## config.mk

```make
export PLATFORM = sky130hd
export DESIGN_NAME = alm_irq_ctrl
export DESIGN_NICKNAME = d
export VERILOG_FILES = /design/src/rtl/alm_irq_pkg.sv /design/src/rtl/alm_matcher.sv /design/src/rtl/alm_flag_bank.sv /design/src/rtl/alm_mask_bank.sv /design/src/rtl/alm_irq_ctrl.sv
export SDC_FILE = /design/constraint.sdc
export NUM_CORES = 1
export LEC_CHECK = 0
export CAP_MARGIN = 30
export CORE_MARGIN = 3
export CORE_UTILIZATION = 41
export DETAILED_ROUTE_END_ITERATION = 16
export PLACE_DENSITY = 0.81
export SYNTH_ARGS = -nofsm -noshare
export SYNTH_HDL_FRONTEND = slang
export SYNTH_SLANG_ARGS = --single-unit
```

## constraint.sdc

```tcl
create_clock -name clk -period 2.1 [get_ports clk]
set_clock_uncertainty 0.1 [all_clocks]
set_input_delay 0.42 -clock clk [delete_from_list [all_inputs] [get_ports clk]]
set_output_delay 0.42 -clock clk [all_outputs]
set_load 0.005 [all_outputs]
```

## src/rtl/alm_irq_pkg.sv

```systemverilog
package alm_irq_pkg;

    localparam int N_FLAGS = 3;

    // status / mask bit positions
    localparam int FLG_UPD = 0;
    localparam int FLG_ALM = 1;
    localparam int FLG_SEC = 2;

    // register word indices
    localparam int IDX_TALM = 0;
    localparam int IDX_DALM = 1;
    localparam int IDX_STAT = 2;
    localparam int IDX_SCLR = 3;
    localparam int IDX_IEN  = 4;
    localparam int IDX_IDIS = 5;
    localparam int IDX_IMSK = 6;

    // time alarm word layout
    localparam int TA_W      = 24;
    localparam int TA_SEC_LO = 0;
    localparam int TA_SEC_EN = 7;
    localparam int TA_MIN_LO = 8;
    localparam int TA_MIN_EN = 15;
    localparam int TA_HR_LO  = 16;
    localparam int TA_PM     = 22;
    localparam int TA_HR_EN  = 23;

    // weekday alarm word layout
    localparam int DA_DAY_LO = 8;
    localparam int DA_DAY_EN = 15;
    localparam logic [15:0] DA_KEEP  = 16'h8700;
    localparam logic [15:0] DA_RESET = 16'h0100;

    typedef enum logic [0:0] {
        ARM_WAIT = 1'b0,
        ARM_HIT  = 1'b1
    } arm_state_t;

endpackage

```

## src/rtl/alm_matcher.sv

```systemverilog
module alm_matcher
    import alm_irq_pkg::*;
(
    input  logic            clk,
    input  logic            rst_n,
    input  logic [TA_W-1:0] talm_i,
    input  logic [15:0]     dalm_i,
    input  logic [6:0]      now_sec_i,
    input  logic [6:0]      now_min_i,
    input  logic [5:0]      now_hour_i,
    input  logic            now_pm_i,
    input  logic [2:0]      now_day_i,
    output logic            hit_o
);

    logic [3:0] fld_en;
    logic [3:0] fld_eq;
    logic       any_en;
    logic       match;

    always_comb begin
        fld_en[0] = talm_i[TA_SEC_EN];
        fld_en[1] = talm_i[TA_MIN_EN];
        fld_en[2] = talm_i[TA_HR_EN];
        fld_en[3] = dalm_i[DA_DAY_EN];
        fld_eq[0] = (talm_i[TA_SEC_LO +: 7] == now_sec_i);
        fld_eq[1] = (talm_i[TA_MIN_LO +: 7] == now_min_i);
        fld_eq[2] = ({talm_i[TA_PM], talm_i[TA_HR_LO +: 6]} == {now_pm_i, now_hour_i});
        fld_eq[3] = (dalm_i[DA_DAY_LO +: 3] == now_day_i);
    end

    // a field passes when disabled or equal
    logic [3:0] fld_ok;
    for (genvar f = 0; f < 4; f++) begin : g_fld
        assign fld_ok[f] = ~fld_en[f] | fld_eq[f];
    end

    assign any_en = |fld_en;
    assign match  = any_en & (&fld_ok);

    arm_state_t state_q, state_d;

    always_ff @(posedge clk or negedge rst_n) begin
        if (!rst_n) state_q <= ARM_WAIT;
        else        state_q <= state_d;
    end

    always_comb begin
        state_d = state_q;
        hit_o   = 1'b0;
        unique case (state_q)
            ARM_WAIT: if (match) begin      // FIRE
                hit_o   = 1'b1;
                state_d = ARM_HIT;
            end
            ARM_HIT: if (!match) begin      // REARM
                state_d = ARM_WAIT;
            end
            default: state_d = ARM_WAIT;
        endcase
    end

    // a match start yields a single set pulse
    a_r5_one_pulse: assert property (@(posedge clk) disable iff (!rst_n)
        hit_o |=> !hit_o);

    // no pulse while every field is disabled
    a_r4_no_enable_no_hit: assert property (@(posedge clk) disable iff (!rst_n)
        (fld_en == 4'b0) |-> !hit_o);

endmodule

```

## src/rtl/alm_flag_bank.sv

```systemverilog
module alm_flag_bank #(
    parameter int N = 3
) (
    input  logic         clk,
    input  logic         rst_n,
    input  logic [N-1:0] set_i,
    input  logic [N-1:0] clr_i,
    output logic [N-1:0] flag_o
);

    for (genvar k = 0; k < N; k++) begin : g_flag
        logic flag_q;

        always_ff @(posedge clk or negedge rst_n) begin
            if (!rst_n)        flag_q <= 1'b0;
            else if (set_i[k]) flag_q <= 1'b1;
            else if (clr_i[k]) flag_q <= 1'b0;
        end

        assign flag_o[k] = flag_q;

        // a clear without a set empties the flag
        a_r7_clear: assert property (@(posedge clk) disable iff (!rst_n)
            (clr_i[k] && !set_i[k]) |=> !flag_o[k]);

        // a set wins over a clear in the same cycle
        a_r8_set_wins: assert property (@(posedge clk) disable iff (!rst_n)
            set_i[k] |=> flag_o[k]);

        // a flag without set or clear holds its value
        a_r6_sticky: assert property (@(posedge clk) disable iff (!rst_n)
            (!set_i[k] && !clr_i[k]) |=> $stable(flag_o[k]));
    end

endmodule

```

## src/rtl/alm_mask_bank.sv

```systemverilog
module alm_mask_bank #(
    parameter int N = 3
) (
    input  logic         clk,
    input  logic         rst_n,
    input  logic         en_we_i,
    input  logic         dis_we_i,
    input  logic [N-1:0] bits_i,
    output logic [N-1:0] mask_o
);

    logic [N-1:0] mask_q;

    always_ff @(posedge clk or negedge rst_n) begin
        if (!rst_n)        mask_q <= '0;
        else if (en_we_i)  mask_q <= mask_q | bits_i;
        else if (dis_we_i) mask_q <= mask_q & ~bits_i;
    end

    assign mask_o = mask_q;

    // enable command raises the named bits
    a_r9_enable: assert property (@(posedge clk) disable iff (!rst_n)
        en_we_i |=> ((mask_o & $past(bits_i)) == $past(bits_i)));

    // disable command drops the named bits
    a_r9_disable: assert property (@(posedge clk) disable iff (!rst_n)
        (dis_we_i && !en_we_i) |=> ((mask_o & $past(bits_i)) == '0));

    // without a command the mask holds
    a_r9_hold: assert property (@(posedge clk) disable iff (!rst_n)
        (!en_we_i && !dis_we_i) |=> $stable(mask_o));

endmodule

```

## src/rtl/alm_irq_ctrl.sv

```systemverilog
module alm_irq_ctrl
    import alm_irq_pkg::*;
#(
    parameter int DATA_W = 32,
    parameter int ADDR_W = 3
) (
    input  logic              clk,
    input  logic              rst_n,
    input  logic [ADDR_W-1:0] reg_addr,
    input  logic              reg_we,
    input  logic [DATA_W-1:0] reg_wdata,
    output logic [DATA_W-1:0] reg_rdata,
    input  logic [6:0]        now_sec,
    input  logic [6:0]        now_min,
    input  logic [5:0]        now_hour,
    input  logic              now_pm,
    input  logic [2:0]        now_day,
    input  logic              upd_ack_evt,
    input  logic              sec_evt,
    output logic              irq
);

    localparam int N_IDX = 1 << ADDR_W;

    // one-hot write decode
    logic [N_IDX-1:0] wr_hit;
    for (genvar i = 0; i < N_IDX; i++) begin : g_dec
        assign wr_hit[i] = reg_we && (reg_addr == ADDR_W'(i));
    end

    // alarm words
    logic [TA_W-1:0] talm_q;
    logic [15:0]     dalm_q;

    always_ff @(posedge clk or negedge rst_n) begin
        if (!rst_n) begin
            talm_q <= '0;
            dalm_q <= DA_RESET;
        end else begin
            if (wr_hit[IDX_TALM]) talm_q <= reg_wdata[TA_W-1:0];
            if (wr_hit[IDX_DALM]) dalm_q <= reg_wdata[15:0] & DA_KEEP;
        end
    end

    logic alm_hit;

    alm_matcher u_match (
        .clk        (clk),
        .rst_n      (rst_n),
        .talm_i     (talm_q),
        .dalm_i     (dalm_q),
        .now_sec_i  (now_sec),
        .now_min_i  (now_min),
        .now_hour_i (now_hour),
        .now_pm_i   (now_pm),
        .now_day_i  (now_day),
        .hit_o      (alm_hit)
    );

    logic [N_FLAGS-1:0] flag_set;
    logic [N_FLAGS-1:0] flag_clr;
    logic [N_FLAGS-1:0] status;
    logic [N_FLAGS-1:0] mask;

    always_comb begin
        flag_set          = '0;
        flag_set[FLG_UPD] = upd_ack_evt;
        flag_set[FLG_ALM] = alm_hit;
        flag_set[FLG_SEC] = sec_evt;
        flag_clr          = wr_hit[IDX_SCLR] ? reg_wdata[N_FLAGS-1:0] : '0;
    end

    alm_flag_bank #(.N(N_FLAGS)) u_flags (
        .clk    (clk),
        .rst_n  (rst_n),
        .set_i  (flag_set),
        .clr_i  (flag_clr),
        .flag_o (status)
    );

    alm_mask_bank #(.N(N_FLAGS)) u_mask (
        .clk      (clk),
        .rst_n    (rst_n),
        .en_we_i  (wr_hit[IDX_IEN]),
        .dis_we_i (wr_hit[IDX_IDIS]),
        .bits_i   (reg_wdata[N_FLAGS-1:0]),
        .mask_o   (mask)
    );

    assign irq = |(status & mask);

    always_comb begin
        reg_rdata = '0;
        unique case (reg_addr)
            ADDR_W'(IDX_TALM): reg_rdata[TA_W-1:0]    = talm_q;
            ADDR_W'(IDX_DALM): reg_rdata[15:0]        = dalm_q;
            ADDR_W'(IDX_STAT): reg_rdata[N_FLAGS-1:0] = status;
            ADDR_W'(IDX_IMSK): reg_rdata[N_FLAGS-1:0] = mask;
            default:           reg_rdata              = '0;
        endcase
    end

    // nothing is pending right after reset
    a_r1_quiet_after_reset: assert property (@(posedge clk)
        $rose(rst_n) |-> (status == '0) && (mask == '0));

    // a masked flag that stays set keeps the request up
    a_r10_irq_holds: assert property (@(posedge clk) disable iff (!rst_n)
        (irq && !reg_we) |=> irq);

endmodule

```

==> metrics.cfg, run 1 <==
[run_status]
status=complete, no violations

[flow_run]
drv_cap=0

[finish]
drive_above_1_share_pct=31.4
nNetsFinal=337
antenna_cells=0
syn2layout_area_growth_pct=52.1
stdcell_count=341

[timing]
worst_slack_ns=0.0531
fmax_ghz=0.489
rsz0062_at_grt=no
hold_violations=0
maxSlewViolCount=0
worst_pin_slew_ns=0.777
setup_tns_ns=0
setup_viol=0
fin_crit_sh_pct=97.5
fin_crit_ns=2.05
max_slew_margin_pct=48.2

[floorplan]
dieArea_um2=5900
die_y_um=76.8
die_w_um=76.8
coreArea_um2=4790
rows=25
initial_core_util_pct=42.9
ios=97

[grt]
grt_max_degree=36
grt_use_total_pct=18.2
antenna_found_initial=0
grt_pass1_vias=1659
grt_pass1_wl_mm=8.41
grt_overflow=0

[detailed_routing]
vias=1605
drt_iter0_drc=39
drt_pass1_iterations=4
via_per_inst=4.71
drt-wirelength-per-cell_um=15.4
wirelength_mm=5.25
postRouteAntennaNets=0
drc_errors=0

[setup_path]
critPathRequiredTime_ns=1.58
worstSetupPathType=in -> out
critPathLaunchType=input port
crit_path_end_kind=primary output
cp_max_fo=7
cp.arrival_ns=1.53

[synthesis]
ys_warn_count=0
synth_area_um2=2050
ys_ff_latch=35
yosysTopAreaCell=dfrtp_1
synth_cell_type_count=31
syn_inst=172
synth_area_leaders=dfrtp_1 41%, mux2_4 15%, xnor2_1 6.4%
synth_seq_area_share_pct=42.7
synth_top_area_share_pct=41.4
syn_area_per_cell_um2=11.9

[clock_network]
clock-sinks=35
postCtsHoldBufs=0
cts_buffers=5
htreeDepth=2
cts_tree=yes
clkTransAtPathRegs_ns=0.07
clk-insertion-delay-late_ns=0.28
cts_buffer_depth=2
clk_root_buffer_cell=clkbuf_8

[pwr]
internal_power_w=0.00155
pwr-share-seq_pct=45.2
ir_worst_vdd_mv=0.430
swShare_pct=27.1
total_power_w=0.00213
power_leakage_nw=1.42
combPwrFrac_pct=29.9
power_frac_clock_pct=24.9
power_density_nw_per_um2=681
netSwitchingPower_w=0.000577

[placement]
dp_cells=323
gp_congestion=0.783
place_ws_ns=-0.523
hpwl_mm=3.85
io_buffers=80

[hold_path]
hold_class=in -> async

-- cell type report --
type	instances	area, um2
Clock buffer	8	100
Fill cell	407	1660
Inverter	2	7.51
Multi-Input combinational cell	128	1080
Sequential cell	35	877
Tap cell	67	83.8
Timing Repair Buffer	101	975
-- final timing paths --
kind | startpoint | end | slack [ns] | depth (start not counted)
hold / removal | rst_n | talm_q[20]$_DFFE_PN0P_ | 0.12 | 1
setup / recovery | reg_addr[2] | reg_rdata[11] | 0.05 | 9
hold reg to reg | u_flags.g_flag[2].flag_q$_DFFE_PN0P_ | u_flags.g_flag[2].flag_q$_DFFE_PN0P_ | 0.42 | 1
min in group clk | u_flags.g_flag[2].flag_q$_DFFE_PN0P_ | u_flags.g_flag[2].flag_q$_DFFE_PN0P_ | 0.42 | 1
max in group asynchronous | rst_n | dalm_q[9]$_DFFE_PN0P_ | 1.29 | 1
setup reg to reg | talm_q[1]$_DFFE_PN0P_ | u_flags.g_flag[1].flag_q$_DFFE_PN0P_ | 0.37 | 5
-- cells by family after synthesis --
family	Yosys count	synth area share, %
other	1	0.183
AOI/OAI and AO/OA	14	4.99
DFF	35	42.7
muxes	35	22.6
xor gates and xnor gates	24	10.2
buffers and inverters	16	6.70
and+or+nand+nor	47	12.6
-- placed cells by master (no fill, tap or decap) --
master / netlist / layout
a21o_1: 2 / 2
a222oi_1: 1 / 1
a22o_1: 1 / 1
a22oi_1: 3 / 3
and2_1: 17 / 15
and2_4: 1 / 3
and3b_1: 1 / 1
and4_1: 1 / 1
buf_12: 2 / 5
buf_16: 0 / 1
buf_2: 0 / 20
buf_4: 9 / 10
buf_6: 0 / 4
bufbuf_16: 0 / 1
clkbuf_1: 1 / 1
clkbuf_8: 0 / 7
clkdlybuf4s15_1: 0 / 1
clkdlybuf4s50_1: 0 / 51
conb_1: 1 / 8
dfrtp_1: 34 / 34
dfstp_2: 1 / 1
dlygate4sd2_1: 0 / 7
dlymetal6s2s_1: 0 / 1
inv_1: 2 / 2
mux2_2: 11 / 11
mux2_4: 20 / 20
mux2i_1: 4 / 4
nand2_1: 10 / 10
nand4_1: 4 / 4
nor2_1: 9 / 8
nor2_4: 1 / 2
nor3_1: 1 / 1
nor3b_1: 1 / 1
o21ai_0: 4 / 4
o41ai_1: 3 / 3
or2_4: 0 / 1
xnor2_1: 15 / 15
xor2_1: 9 / 9
-- power groups by stage --
stage	logic (W)	clock network (W)	registers, W
global placement	0.000599	0	0.000963
floorplan	0.000380	0	0.000926
detailed placement	0.000617	0	0.000970
global route	0.000690	0.000577	0.000979
finish	0.000636	0.000530	0.000961
CTS	0.000621	0.000544	0.000960
-- sequential cells by signal (all words and copies together), names as in the netlist, named ones only --
name	cells
u_flags.g_flag.flag_q	3
talm_q	24
dalm_q	4
u_match.state_q	1
-- worst max-delay path: stages --
cell and delay (ns):
buf_2 0.11, or2_4 0.27, nor2_4 0.11, buf_6 0.11
buf_6 0.09, buf_16 0.10, buf_12 0.09, and2_1 0.11
buf_2 0.10
-- cells in the mapped netlist (all sizes together) --
master and number:
mux2i 4, conb 1, o41ai 3, and4 1, xnor2 15, nand4 4, nand2 10, inv 2
mux2 31, a22o 1, o21ai 4, nor3b 1, and2 18, or2 1, nor3 1, a21o 2
nor2 10, a22oi 3, a222oi 1, buf 13, clkbuf 1, and3b 1, dfstp 1, dfrtp 34
xor2 9
-- repair_timing --
action | 4_1_cts | 5_1_grt
pin swaps | 2 | 2
endpoints found under the setup margin | 24 | 3
gates cloned | 2 | 0
resized for setup | 95 | 2
buffers inserted | 6 | 2
-- per-stage QoR --
step	hold slack, ns	instance area [um2]	util (%)
final	0.120	3120	65.3
after global routing	0.171	3120	65.3
after CTS	0.136	3110	64.9
after detailed placement	0.394	2960	61.9
after global placement	0.387	2960	61.9
after floorplan	0.0244	2080	-
-- per-layer routing --
metal  track usage, %  share of wire [%]  up-vias
met1             23.0                 44      758
met2             30.6                 49       65
met3             5.75                6.1        5
met5                0                  0        -
li1                 -                  -      777
met4             3.44               0.57        0
Power figures use the tool's default switching activity.
==> run 2: changes to the inputs <==
CORE_UTILIZATION = 62   (was 41)
DONT_BUFFER_PORTS = 1   (was not set)
PLACE_DENSITY = 0.79   (was 0.81)
==> run 2 against run 1 <==
Net effect: global-route usage rose by 3.0 points; count of clock-buffer cells in the layout fell by 1; critical path depth fell by 6; cell count fell by 35%; largest power group unchanged; largest cell class unchanged; first-iteration DRC count rose by 18%; power fell by 19%.
==> metrics.cfg, run 2 (synthesis gave the netlist of run 1 again) <==
[run_status]
status=complete, no violations

[detailed_routing]
drt_pass1_iterations=4  ; unchanged
drt-wirelength-per-cell_um=17.9  ; +16%
drc_errors=0  ; unchanged
drt_iter0_drc=46  ; +18%
wirelength_mm=3.95  ; -25%
postRouteAntennaNets=0  ; unchanged
via_per_inst=5.82  ; +24%
vias=1287  ; -20%

[finish]
postLayoutCoreUtil_pct=67.7  ; +2.4 points
largest-register=talm_q
largest_reg_flops=24  ; unchanged
fillers=270  ; -34%
final_common_cell=dfrtp_1
drive_above_1_share_pct=24.3  ; -7.1 points
nNetsFinal=240  ; -29%
syn2layout_area_growth_pct=2.25
layout_common_cells=34 x dfrtp_1, 20 x mux2_4, 17 x and2_1, 15 x xnor2_1, 11 x mux2_2
largest_registers=talm_q: 24 flops, dalm_q: 4 flops, u_flags.g_flag.flag_q: 3 flops
antenna_cells=0  ; unchanged

[grt]
grt_pass1_vias=1352  ; -19%
grt_max_degree=36  ; unchanged
grt_pass1_wl_mm=6.56  ; -22%
grt_use_total_pct=21.2  ; +3.0 points
grt_overflow=0  ; unchanged
antenna_found_initial=0  ; unchanged

[clock_network]
cts_tree=yes
cts_buffer_depth=2  ; unchanged
clock-sinks=35  ; unchanged
htreeDepth=2  ; unchanged
clk_root_buffer_cell=clkbuf_4
cts_buffers=5  ; unchanged
post-cts-setup-buffers=0  ; -6
clk-insertion-delay-late_ns=0.33  ; +0.05 ns
clkTransAtPathRegs_ns=0.10  ; +0.03 ns

[setup_path]
critPathRequiredTime_ns=1.58  ; about the same
critPathLaunchType=flop
rr_startpoint=talm_q[22]$_DFFE_PN0P_
worstSetupStartpoint=u_flags.g_flag[1].flag_q$_DFFE_PN0P_
cp_max_fo=3  ; -4
crit_path_end_kind=primary output
cp.arrival_ns=1.32  ; -0.21 ns
worstSetupPathType=reg -> out

[placement]
io_buffers=0  ; -100%
gp_congestion=0.948  ; +21%
hpwl_mm=3.05  ; -21%

[timing]
setup_tns_ns=0  ; unchanged
hold_violations=0  ; unchanged
fin_crit_ns=1.84  ; -0.210 ns
maxSlewViolCount=0  ; unchanged
fin_crit_sh_pct=87.5  ; -10 points
rsz0062_at_grt=no
fmax_ghz=0.544  ; +11%
setup_viol=0  ; unchanged

[floorplan]
die_w_um=63.6  ; -17%
initial_core_util_pct=66.2  ; +23 points
rows=20  ; -20%
dieArea_um2=4040  ; -31%
die_y_um=63.6  ; -17%
coreArea_um2=3100  ; -35%
ios=97  ; unchanged

[pwr]
total_power_w=0.00171  ; -19%
pwr-share-seq_pct=55.6  ; +10 points
power_leakage_nw=0.904  ; -37%
internal_power_w=0.00122  ; -21%
power_density_nw_per_um2=816  ; +20%
netSwitchingPower_w=0.000490  ; -15%
power_frac_clock_pct=19.6  ; -5.3 points
swShare_pct=28.6  ; +1.4 points
ir_worst_vdd_mv=0.525  ; +22%
combPwrFrac_pct=24.8  ; -5.1 points

[flow_run]
drv_cap=0  ; unchanged

[hold_path]
hold_class=in -> reg
hp-start=upd_ack_evt

run 2: cell types whose count changed in the layout (fill, tap and decap cells not counted), sizes merged:
cell / previous run / this run
buf: 40 / 3
bufbuf: 1 / 0
clkbuf: 8 / 7
clkdlybuf4s15: 1 / 0
clkdlybuf4s50: 51 / 0
clkinv: 0 / 1
dlygate4sd2: 7 / 0
dlygate4sd3: 0 / 1
dlymetal6s2s: 1 / 0
run 2: cell type report:
type	count	area, um2	area share, %
Clock buffer	7	45.0	2.14
Clock inverter	1	5.00	0.238
Inverter	2	7.51	0.357
Multi-Input combinational cell	128	1070	50.7
Sequential cell	35	877	41.8
Tap cell	44	55.1	2.62
Timing Repair Buffer	4	45.0	2.14
run 2: repair_timing:
| action | 4_1_cts | 5_1_grt |
|---|---|---|
| hold buffers | 2 | 0 |
| resized for setup | 0 | 0 |
| hold endpoints to repair | 35 | 0 |
run 2: path summary, 6_finish.rpt:
| check | slack (ns) | depth (start not counted) | end |
|---|---|---|---|
| worst min-delay path | 0.08 | 1 | u_flags.g_flag[0].flag_q$_DFFE_PN0P_ |
| worst max-delay path | 0.26 | 3 | reg_rdata[1] |
| min in group asynchronous | 0.48 | 2 | talm_q[1]$_DFFE_PN0P_ |
| max in group asynchronous | 1.18 | 2 | dalm_q[8]$_DFFE_PN1P_ |
| worst min register to register | 0.42 | 2 | flop |
| worst max register to register | 0.45 | 5 | u_flags.g_flag[1].flag_q$_DFFE_PN0P_ |
run 2: power by group through the flow:
stage | registers [W] | clock network [W] | logic (W)
final | 0.000954 | 0.000336 | 0.000425
after global routing | 0.000978 | 0.000380 | 0.000470
after CTS | 0.000954 | 0.000344 | 0.000430
after detailed placement | 0.000966 | 0 | 0.000409
after global placement | 0.000955 | 0 | 0.000393
after floorplan | 0.000926 | 0 | 0.000380
run 2: per-layer routing:
layer  up-vias  share of wire [%]  track usage, %
li1        578                  -               -
met1       632                 37            23.6
met2        68                 51            36.5
met3         9                 10            8.91
met4         0                1.5            6.47
met5         -                  0               0
run 2: metrics by stage:
| step | hold slack, ns | cells | area, um2 | setup slack (ns) |
|---|---|---|---|---|
| final | 0.0802 | 221 | 2100 | 0.263 |
| after global routing | 0.0652 | 221 | 2100 | 0.186 |
| after global placement | 0.0255 | 211 | 2020 | 0.267 |
| after CTS | 0.0739 | 221 | 2100 | 0.277 |
| after floorplan | 0.0244 | 179 | 2080 | 0.287 |
| after detailed placement | 0.0251 | 211 | 2020 | 0.240 |
run 2: worst max-delay path, cell delays in order (launching register included):
cell and delay [ns]:
dfrtp_1 0.43, mux2_2 0.28, a22oi_1 0.19, nor2_1 0.09
